## src/rtl/bbf_pkg.sv

```systemverilog
package bbf_pkg;
   localparam int unsigned NUM_BLOCKS = 11;
   localparam int unsigned BLK_W      = 4;

   typedef enum logic [1:0] {RD_ARRAY, RD_STATUS, RD_IDENT} rd_src_e;
   typedef enum logic [1:0] {SQ_IDLE, SQ_ERASE_ARM, SQ_PROG_ARM, SQ_BUSY} sq_state_e;
   typedef enum logic [1:0] {OP_NONE, OP_PROG, OP_ERASE} arr_op_e;

   localparam logic [7:0] CMD_ERASE_ARM  = 8'h20;
   localparam logic [7:0] CMD_CONFIRM    = 8'hD0;
   localparam logic [7:0] CMD_PROG_A     = 8'h10;
   localparam logic [7:0] CMD_PROG_B     = 8'h40;
   localparam logic [7:0] CMD_READ_ARRAY = 8'hFF;
   localparam logic [7:0] CMD_STATUS     = 8'h70;
   localparam logic [7:0] CMD_IDENT      = 8'h90;
   localparam logic [7:0] CMD_CLR_ERR    = 8'h50;

   // error vector layout inside the sequencer
   localparam int unsigned ERR_VPP   = 0;
   localparam int unsigned ERR_PROG  = 1;
   localparam int unsigned ERR_ERASE = 2;
endpackage

```

## src/rtl/bbf_block_map.sv

```systemverilog
module bbf_block_map
   import bbf_pkg::*;
#(
   parameter int unsigned ADDR_W   = 19,
   parameter bit          TOP_BOOT = 1'b0
) (
   input  logic [ADDR_W-1:0] addr,
   output logic [BLK_W-1:0]  blk,
   output logic              is_boot
);
   localparam logic [ADDR_W-1:0] BOOT_WORDS  = ADDR_W'(1) << (ADDR_W - 6);
   localparam logic [ADDR_W-1:0] PARAM_WORDS = ADDR_W'(1) << (ADDR_W - 7);
   localparam logic [ADDR_W-1:0] REGION      = ADDR_W'(1) << (ADDR_W - 3);
   localparam logic [ADDR_W-1:0] PARAM0_END  = BOOT_WORDS + PARAM_WORDS;
   localparam logic [ADDR_W-1:0] PARAM1_END  = BOOT_WORDS + 2 * PARAM_WORDS;
   localparam logic [BLK_W-1:0]  LAST_BLK    = BLK_W'(NUM_BLOCKS - 1);

   logic [ADDR_W-1:0] m_addr;
   logic [BLK_W-1:0]  idx;

   // top-boot layout is the bit-inverted image of the bottom-boot layout
   generate
      if (TOP_BOOT) begin : g_top
         assign m_addr = ~addr;
         assign blk    = LAST_BLK - idx;
      end else begin : g_bottom
         assign m_addr = addr;
         assign blk    = idx;
      end
   endgenerate

   always_comb begin
      if (m_addr < BOOT_WORDS)      idx = BLK_W'(0);
      else if (m_addr < PARAM0_END) idx = BLK_W'(1);
      else if (m_addr < PARAM1_END) idx = BLK_W'(2);
      else if (m_addr < REGION)     idx = BLK_W'(3);
      else                          idx = BLK_W'(3) + BLK_W'(m_addr[ADDR_W-1 -: 3]);
   end

   assign is_boot = (idx == BLK_W'(0));

   if (ADDR_W < 8) begin : g_chk_addr
      $error("bbf_block_map: ADDR_W too small for the block layout");
   end
endmodule

```

## src/rtl/bbf_array.sv

```systemverilog
module bbf_array
   import bbf_pkg::*;
#(
   parameter int unsigned DATA_W = 16,
   parameter int unsigned SLOT_W = 2
) (
   input  logic              clk,
   input  arr_op_e           op,
   input  logic [BLK_W-1:0]  op_blk,
   input  logic [SLOT_W-1:0] op_slot,
   input  logic [DATA_W-1:0] op_data,
   input  logic [BLK_W-1:0]  rd_blk,
   input  logic [SLOT_W-1:0] rd_slot,
   output logic [DATA_W-1:0] rd_word
);
   localparam int unsigned SLOTS = 1 << SLOT_W;
   localparam int unsigned DEPTH = 1 << (BLK_W + SLOT_W);

   logic [DATA_W-1:0] mem [DEPTH];

   initial begin
      for (int i = 0; i < DEPTH; i++) mem[i] = '1;
   end

   always_ff @(posedge clk) begin
      case (op)
         OP_PROG:  mem[{op_blk, op_slot}] <= mem[{op_blk, op_slot}] & op_data;
         OP_ERASE: begin
            for (int s = 0; s < SLOTS; s++) mem[{op_blk, SLOT_W'(s)}] <= '1;
         end
         default: ;
      endcase
   end

   assign rd_word = mem[{rd_blk, rd_slot}];

   if (SLOT_W < 1 || SLOT_W > 6) begin : g_chk_slot
      $error("bbf_array: SLOT_W out of range");
   end
endmodule

```

## src/rtl/bbf_cmd_seq.sv

```systemverilog
module bbf_cmd_seq
   import bbf_pkg::*;
#(
   parameter int unsigned DATA_W      = 16,
   parameter int unsigned SLOT_W      = 2,
   parameter int unsigned BUSY_CYCLES = 4
) (
   input  logic              clk,
   input  logic              rst_n,
   input  logic              bus_we,
   input  logic [DATA_W-1:0] bus_wdata,
   input  logic [SLOT_W-1:0] bus_slot,
   input  logic [BLK_W-1:0]  cur_blk,
   input  logic              cur_boot,
   input  logic              boot_unlock,
   input  logic              wp_release,
   input  logic              vpp_ok,
   output rd_src_e           rd_src,
   output logic [7:0]        status,
   output arr_op_e           op,
   output logic [BLK_W-1:0]  op_blk,
   output logic [SLOT_W-1:0] op_slot,
   output logic [DATA_W-1:0] op_data
);
   localparam int unsigned CNT_W = $clog2(BUSY_CYCLES + 1);
   localparam logic [CNT_W-1:0] CNT_LOAD = CNT_W'(BUSY_CYCLES);
   localparam logic [CNT_W-1:0] CNT_LAST = CNT_W'(1);

   sq_state_e         state_q;
   rd_src_e           src_q;
   logic [2:0]        err_q;
   logic [CNT_W-1:0]  cnt_q;
   arr_op_e           kind_q;
   logic [BLK_W-1:0]  blk_q;
   logic [SLOT_W-1:0] slot_q;
   logic [DATA_W-1:0] data_q;

   logic [7:0] cmd;
   logic       boot_open;
   logic       clr_hit;

   assign cmd       = bus_wdata[7:0];
   assign boot_open = boot_unlock | wp_release;
   assign clr_hit   = (state_q == SQ_IDLE) && bus_we && (cmd == CMD_CLR_ERR);

   always_ff @(posedge clk or negedge rst_n) begin
      if (!rst_n) begin
         state_q <= SQ_IDLE;
         src_q   <= RD_ARRAY;
         err_q   <= '0;
         cnt_q   <= '0;
         kind_q  <= OP_NONE;
         blk_q   <= '0;
         slot_q  <= '0;
         data_q  <= '0;
      end else begin
         case (state_q)
            SQ_IDLE: begin
               if (bus_we) begin
                  case (cmd)
                     CMD_ERASE_ARM:          state_q <= SQ_ERASE_ARM;
                     CMD_PROG_A, CMD_PROG_B: state_q <= SQ_PROG_ARM;
                     CMD_READ_ARRAY:         src_q   <= RD_ARRAY;
                     CMD_STATUS:             src_q   <= RD_STATUS;
                     CMD_IDENT:              src_q   <= RD_IDENT;
                     CMD_CLR_ERR:            err_q   <= '0;
                     default: ;
                  endcase
               end
            end
            SQ_ERASE_ARM: begin
               if (bus_we) begin
                  src_q   <= RD_STATUS;
                  state_q <= SQ_IDLE;
                  if (cmd != CMD_CONFIRM) begin
                     err_q[ERR_ERASE] <= 1'b1;
                     err_q[ERR_PROG]  <= 1'b1;
                  end else if (!vpp_ok) begin
                     err_q[ERR_ERASE] <= 1'b1;
                     err_q[ERR_VPP]   <= 1'b1;
                  end else if (cur_boot && !boot_open) begin
                     err_q[ERR_ERASE] <= 1'b1;
                  end else begin
                     state_q <= SQ_BUSY;
                     cnt_q   <= CNT_LOAD;
                     kind_q  <= OP_ERASE;
                     blk_q   <= cur_blk;
                  end
               end
            end
            SQ_PROG_ARM: begin
               if (bus_we) begin
                  src_q   <= RD_STATUS;
                  state_q <= SQ_IDLE;
                  if (!vpp_ok) begin
                     err_q[ERR_PROG] <= 1'b1;
                     err_q[ERR_VPP]  <= 1'b1;
                  end else if (cur_boot && !boot_open) begin
                     err_q[ERR_PROG] <= 1'b1;
                  end else begin
                     state_q <= SQ_BUSY;
                     cnt_q   <= CNT_LOAD;
                     kind_q  <= OP_PROG;
                     blk_q   <= cur_blk;
                     slot_q  <= bus_slot;
                     data_q  <= bus_wdata;
                  end
               end
            end
            SQ_BUSY: begin
               cnt_q <= cnt_q - CNT_LAST;
               if (cnt_q == CNT_LAST) state_q <= SQ_IDLE;
            end
            default: state_q <= SQ_IDLE;
         endcase
      end
   end

   assign rd_src  = src_q;
   assign status  = {state_q != SQ_BUSY, 1'b0, err_q, 3'b000};
   assign op      = (state_q == SQ_BUSY && cnt_q == CNT_LAST) ? kind_q : OP_NONE;
   assign op_blk  = blk_q;
   assign op_slot = slot_q;
   assign op_data = data_q;

   if (BUSY_CYCLES < 1) begin : g_chk_busy
      $error("bbf_cmd_seq: BUSY_CYCLES must be at least 1");
   end

   // an operation only starts if the program voltage was valid at the second write
   assert_start_needs_vpp_R7: assert property (@(posedge clk) disable iff (!rst_n)
      (state_q == SQ_BUSY && $past(state_q) != SQ_BUSY) |-> $past(vpp_ok));

   // boot block operations only start when unlocked
   assert_boot_start_open_R6: assert property (@(posedge clk) disable iff (!rst_n)
      (state_q == SQ_BUSY && $past(state_q) != SQ_BUSY && $past(cur_boot))
         |-> $past(boot_unlock || wp_release));

   // error bits never drop without a clear command
   assert_err_sticky_R9: assert property (@(posedge clk) disable iff (!rst_n)
      !clr_hit |=> ((err_q & $past(err_q)) == $past(err_q)));

   // the cycle after an operation finishes, status is selected
   assert_done_shows_status_R5: assert property (@(posedge clk) disable iff (!rst_n)
      (op != OP_NONE) |=> (src_q == RD_STATUS));

   // bus writes while busy change neither source nor errors
   assert_busy_ignores_bus_R11: assert property (@(posedge clk) disable iff (!rst_n)
      (state_q == SQ_BUSY) |=> ($stable(src_q) && $stable(err_q)));

   // busy holds until the counter runs out
   assert_busy_holds_R11: assert property (@(posedge clk) disable iff (!rst_n)
      (state_q == SQ_BUSY && cnt_q > CNT_LAST) |=> (state_q == SQ_BUSY));

   // leaving reset gives array reads and no errors
   assert_reset_state_R12: assert property (@(posedge clk) disable iff (!rst_n)
      !$past(rst_n) |-> (src_q == RD_ARRAY && err_q == 3'b000));
endmodule

```

## src/rtl/bbf_cmd_ctrl.sv

```systemverilog
module bbf_cmd_ctrl
   import bbf_pkg::*;
#(
   parameter int unsigned ADDR_W      = 19,
   parameter int unsigned DATA_W      = 16,
   parameter int unsigned SLOT_W      = 2,
   parameter int unsigned BUSY_CYCLES = 4,
   parameter bit          TOP_BOOT    = 1'b0,
   parameter logic [DATA_W-1:0] MFG_ID = 16'h00A7,
   parameter logic [DATA_W-1:0] DEV_ID = 16'h5B31
) (
   input  logic              clk,
   input  logic              rst_n,
   input  logic              bus_we,
   input  logic [ADDR_W-1:0] bus_addr,
   input  logic [DATA_W-1:0] bus_wdata,
   input  logic              boot_unlock,
   input  logic              wp_release,
   input  logic              vpp_ok,
   output logic [DATA_W-1:0] rd_data
);
   localparam int unsigned PAD_W = DATA_W - 8;

   logic [BLK_W-1:0]  cur_blk;
   logic              cur_boot;
   rd_src_e           rd_src;
   logic [7:0]        status;
   arr_op_e           op;
   logic [BLK_W-1:0]  op_blk;
   logic [SLOT_W-1:0] op_slot;
   logic [DATA_W-1:0] op_data;
   logic [DATA_W-1:0] arr_word;

   bbf_block_map #(.ADDR_W(ADDR_W), .TOP_BOOT(TOP_BOOT)) map_i (
      .addr    (bus_addr),
      .blk     (cur_blk),
      .is_boot (cur_boot)
   );

   bbf_cmd_seq #(.DATA_W(DATA_W), .SLOT_W(SLOT_W), .BUSY_CYCLES(BUSY_CYCLES)) seq_i (
      .clk         (clk),
      .rst_n       (rst_n),
      .bus_we      (bus_we),
      .bus_wdata   (bus_wdata),
      .bus_slot    (bus_addr[SLOT_W-1:0]),
      .cur_blk     (cur_blk),
      .cur_boot    (cur_boot),
      .boot_unlock (boot_unlock),
      .wp_release  (wp_release),
      .vpp_ok      (vpp_ok),
      .rd_src      (rd_src),
      .status      (status),
      .op          (op),
      .op_blk      (op_blk),
      .op_slot     (op_slot),
      .op_data     (op_data)
   );

   bbf_array #(.DATA_W(DATA_W), .SLOT_W(SLOT_W)) array_i (
      .clk     (clk),
      .op      (op),
      .op_blk  (op_blk),
      .op_slot (op_slot),
      .op_data (op_data),
      .rd_blk  (cur_blk),
      .rd_slot (bus_addr[SLOT_W-1:0]),
      .rd_word (arr_word)
   );

   always_comb begin
      case (rd_src)
         RD_STATUS: rd_data = {{PAD_W{1'b0}}, status};
         RD_IDENT:  rd_data = bus_addr[0] ? DEV_ID : MFG_ID;
         default:   rd_data = arr_word;
      endcase
   end

   if (DATA_W < 9) begin : g_chk_data
      $error("bbf_cmd_ctrl: DATA_W must exceed the 8-bit command width");
   end
   if (SLOT_W >= ADDR_W) begin : g_chk_slot
      $error("bbf_cmd_ctrl: SLOT_W must be below ADDR_W");
   end

   // after an erase, any word read from the erased block is all ones
   assert_erase_fills_R4: assert property (@(posedge clk) disable iff (!rst_n)
      (op == OP_ERASE) |=> (cur_blk != $past(op_blk) || arr_word == '1));

   // a programmed word holds no one where the program data had a zero
   assert_prog_clears_only_R3: assert property (@(posedge clk) disable iff (!rst_n)
      (op == OP_PROG) |=> (cur_blk != $past(op_blk) ||
                           bus_addr[SLOT_W-1:0] != $past(op_slot) ||
                           (arr_word & ~$past(op_data)) == '0));

   // status reads carry zeros above the status byte
   assert_status_pad_R10: assert property (@(posedge clk) disable iff (!rst_n)
      (rd_src == RD_STATUS) |-> (rd_data[DATA_W-1:8] == '0));
endmodule

```

## config.mk

```make
export PLATFORM = sky130hd
export DESIGN_NAME = bbf_cmd_ctrl
export DESIGN_NICKNAME = d
export VERILOG_FILES = /design/src/rtl/bbf_pkg.sv /design/src/rtl/bbf_block_map.sv /design/src/rtl/bbf_array.sv /design/src/rtl/bbf_cmd_seq.sv /design/src/rtl/bbf_cmd_ctrl.sv
export SDC_FILE = /design/constraint.sdc
export NUM_CORES = 2
export LEC_CHECK = 0
export BUFFER_PORTS_ARGS = -buffer_cell sky130_fd_sc_hd__buf_2
export CORE_MARGIN = 5
export CORE_UTILIZATION = 29
export CTS_CLUSTER_SIZE = 30
export DETAILED_ROUTE_END_ITERATION = 10
export SLEW_MARGIN = 0
export SYNTH_ARGS = -nofsm -noshare
export SYNTH_HDL_FRONTEND = slang
export SYNTH_SLANG_ARGS = --single-unit
```

## constraint.sdc

```tcl
create_clock -name clk -period 7.7 [get_ports clk]
set_clock_uncertainty 0.1 [all_clocks]
set_input_delay 0 -clock clk [delete_from_list [all_inputs] [get_ports clk]]
set_output_delay 0 -clock clk [all_outputs]
set_load 0.005 [all_outputs]
```

==> results.md <==
- Clock transition at path regs: around 60 ps
- WP data arrival: 5790 ps
- Failing checks: max-capacitance violations, max-slew violations
- Reg2Reg Depth: 9
- Initial antenna violation count: 12
- Final setup vio count: 0
- Final #Nets: around 5,200
- Gpl congestion: around 0.96
- TNS Setup: 0 ps
- Routed vias: around 47,000
- Final ANT Viol Nets: 0
- Final Util: about 33%
- Worst-skew pair later-pin latency: roughly 740 ps
- # Post-CTS Setup Buffers: 0
- Worst setup EP type: register
- Worst VDD drop: approximately 320 uV
- Commonest cells after routing, fill and taps aside: nand2_1 (1,154), dfxtp_1 (1,024), o211ai_1 (900), mux4_2 (350), buf_4 (167)
- Clock buffer depth: 3
- EDFF count, synth: 0
- Main synth FF type: dfxtp_1
- Total core area: between 0.15 and 0.2 mm^2
- Worst Hold End: seq_i.op_blk[0]
- Layout cells sized above 1: between 10% and 20%
- Largest net degree at the start of global routing: ~100
- Die H: about 440 um
- Netlist cell types: 78
- Fin area: approximately 0.06 mm^2
- Post-route DRC: 0
- Register area share after synthesis: 39.9%
- Port bufs: between 40 and 50
- Max-cap viol count: 1
- DR pass1 iterations: 9
- CTS Root Cell: clkbuf_16
- DP HPWL: 138,000 um
- CTS tree: done
- Hold Path Origin: bus_addr[14]
- Final-report hold violation count: 0
- Status: finished, violations left
- Max-slew headroom: -1.20%
- CTS Sinks: roughly 1,100
- Crit-path max FO: 40
- First-pass GRT wire length: about 310,000 um
- Placed inst area: 0.0555 mm^2
- Slew at the pin with the worst max-slew slack: roughly 1500 ps
- Hold/Removal Path Class: input port to register
- Leak: about 20 nW
- Worst reg2reg endpoint: array_i.mem[11][2]
- Setup CP Type: register to register
- Worst setup SP type: register
- Tcrit/Tclk final: between 60% and 70%
- Area growth syn-to-layout: 11.7%
- Hold path depth: 5
- Final slew viol count: 2
- Wirelength, routed: ~220,000 um
- Net count after synthesis: about 5,400
- RR Startpoint: seq_i.op_slot[0]
- Initial core utilization: between 20 and 30%
- RSZ-0062 raised after global routing: no
- Vias in the first global route: about 44,000
- CTS buffer count: around 120
- WP data required: around 8100 ps
- Ports: between 50 and 60
- Mapped Area: approximately 0.053 mm^2
- Routed len/inst: 28.4 um
- First DRT Iteration DRCs: 6,355
- Syn Inst Count: between 5,000 and 6,000
- Power density over cell area: 331 mW/mm^2
- H-tree depth: 3
- Grt ovf: 0
- Final Hold Slack: roughly 63 ps
- Max Fclk: 186 MHz
- Die X: 439 um
- R2R Setup Slk: approximately 2300 ps
- Asr flop ratio synth: ~3.2%
- FP Rows: 157
- Die area: about 0.19 mm^2
- Fin crit period: roughly 5400 ps
- Ys Warns: 0
- Via density: just over 6
- Post-synthesis sequential element count: roughly 1,100
- GRT Total Usage: a little over a fifth
- Post-synthesis area per instance: between 9 and 10 um^2
- Most common cell after layout, fill and taps aside: nand2_1
==> where the power goes <==
| part | internal [mW] | leakage, nW | switching (mW) | total [mW] |
|---|---|---|---|---|
| registers | 6.11 | 8.67 | 0.638 | 6.75 |
| logic | 2.14 | 9.15 | 5.26 | 7.40 |
| clock network | 3.29 | 1.87 | 2.34 | 5.63 |
==> cells in the mapped netlist, drive strengths merged, types with 34 or more instances <==
| library cell | instances | area, um^2 |
|---|---|---|
| o211ai | 900 | 6760 |
| a221o | 37 | 370 |
| nand2 | 1170 | 4390 |
| a22oi | 65 | 488 |
| o21ai | 48 | 240 |
| a21oi | 111 | 556 |
| dfxtp | 1024 | 20500 |
| dfrtp | 34 | 851 |
| clkbuf | 422 | 1580 |
| o22ai | 73 | 457 |
| mux2i | 112 | 1120 |
| buf | 226 | 1460 |
| o311ai | 65 | 569 |
| a221oi | 148 | 1300 |
| nand3 | 56 | 280 |
| o31ai | 68 | 538 |
| nor2 | 47 | 176 |
| mux4 | 350 | 7880 |
| mux2 | 130 | 1460 |
==> per-stage QoR <==
| step | total power, mW | setup WS [ps] | std cells |
|---|---|---|---|
| 6_report | 19.8 | 2340 | 7675 |
| 5_1_grt | 20.2 | 2400 | 7671 |
| 4_1_cts | 19.4 | 2660 | 7671 |
| 3_5_place_dp | 13.8 | 2710 | 7421 |
| 3_3_place_gp | 13.7 | 2690 | 7421 |
| 2_1_floorplan | 11.0 | 4750 | 5379 |
==> cell families (layout without fill, tap and decap cells) <==
group                      Yosys count  in the layout  share of synthesized area (%)
muxes                              592            592                           19.6
and+or+nand+nor                   1371           1371                           10.4
AOI/OAI and AO/OA                 1677           1677                           24.0
xor gates and xnor gates             1              1                         0.0164
DFF                               1058           1058                           39.9
other                                0              4                              0
adders and majority gates            9              9                          0.211
buffers and inverters              671            499                           5.86
==> registers in the layout (all words and copies together), names as in the netlist <==
| register | flops |
|---|---|
| seq_i.cnt_q | 3 |
| seq_i.err_q | 3 |
| seq_i.op_slot | 2 |
| seq_i.op_data | 16 |
| seq_i.op_blk | 4 |
| seq_i.kind_q | 2 |
| seq_i.state_q | 2 |
| seq_i.rd_src | 2 |
| array_i.mem | 1024 |
==> cell type report <==
type / instances / area, um^2
timing repair buffer: 268 / 2200
antenna: 4 / 10.0
clock buffer: 181 / 3460
fill: 18531 / 124000
tap: 2464 / 3080
inverter: 23 / 88.8
clock inverter: 27 / 314
sequential: 1058 / 21400
multi-input combinational: 3650 / 29200
==> critical path, cell delays in order, from the launching register on <==
cell and delay [ps]:
dfrtp_4 900, buf_4 600, nor2b_4 340, buf_4 390
a22o_1 240, a221oi_1 1160, o22ai_1 290, o41ai_4 300
buf_4 510, o211ai_1 180
==> worst max path at each step <==
stage	start	cells past startpoint	slack [ps]	to
after detailed placement	seq_i.op_slot[0]	8	2710	array_i.mem[59][3]
after global routing	seq_i.op_slot[0]	9	2400	array_i.mem[15][2]
after floorplan	seq_i.op_slot[1]	10	4750	array_i.mem[26][12]
after CTS	seq_i.op_slot[0]	8	2660	array_i.mem[47][3]
after global placement	seq_i.op_slot[0]	8	2690	array_i.mem[59][3]
final	seq_i.op_slot[0]	9	2340	array_i.mem[11][2]
==> layer usage <==
metal  share of wire [%]  global-route usage (%)  up-vias
met5               0.025                       0        -
met4                 7.7                    14.0       10
met3                  13                    6.38      687
met2                  41                    31.2     3034
met1                  38                    28.2    23150
li1                    -                       -    20236
==> repair_timing <==
item | 4_1_cts | 5_1_grt
hold buffers | 42 | 0
setup endpoints to repair | 0 | 0
gates resized for setup | 0 | 0
hold endpoints to repair | 68 | 0
(Power assumes the default switching activity.)
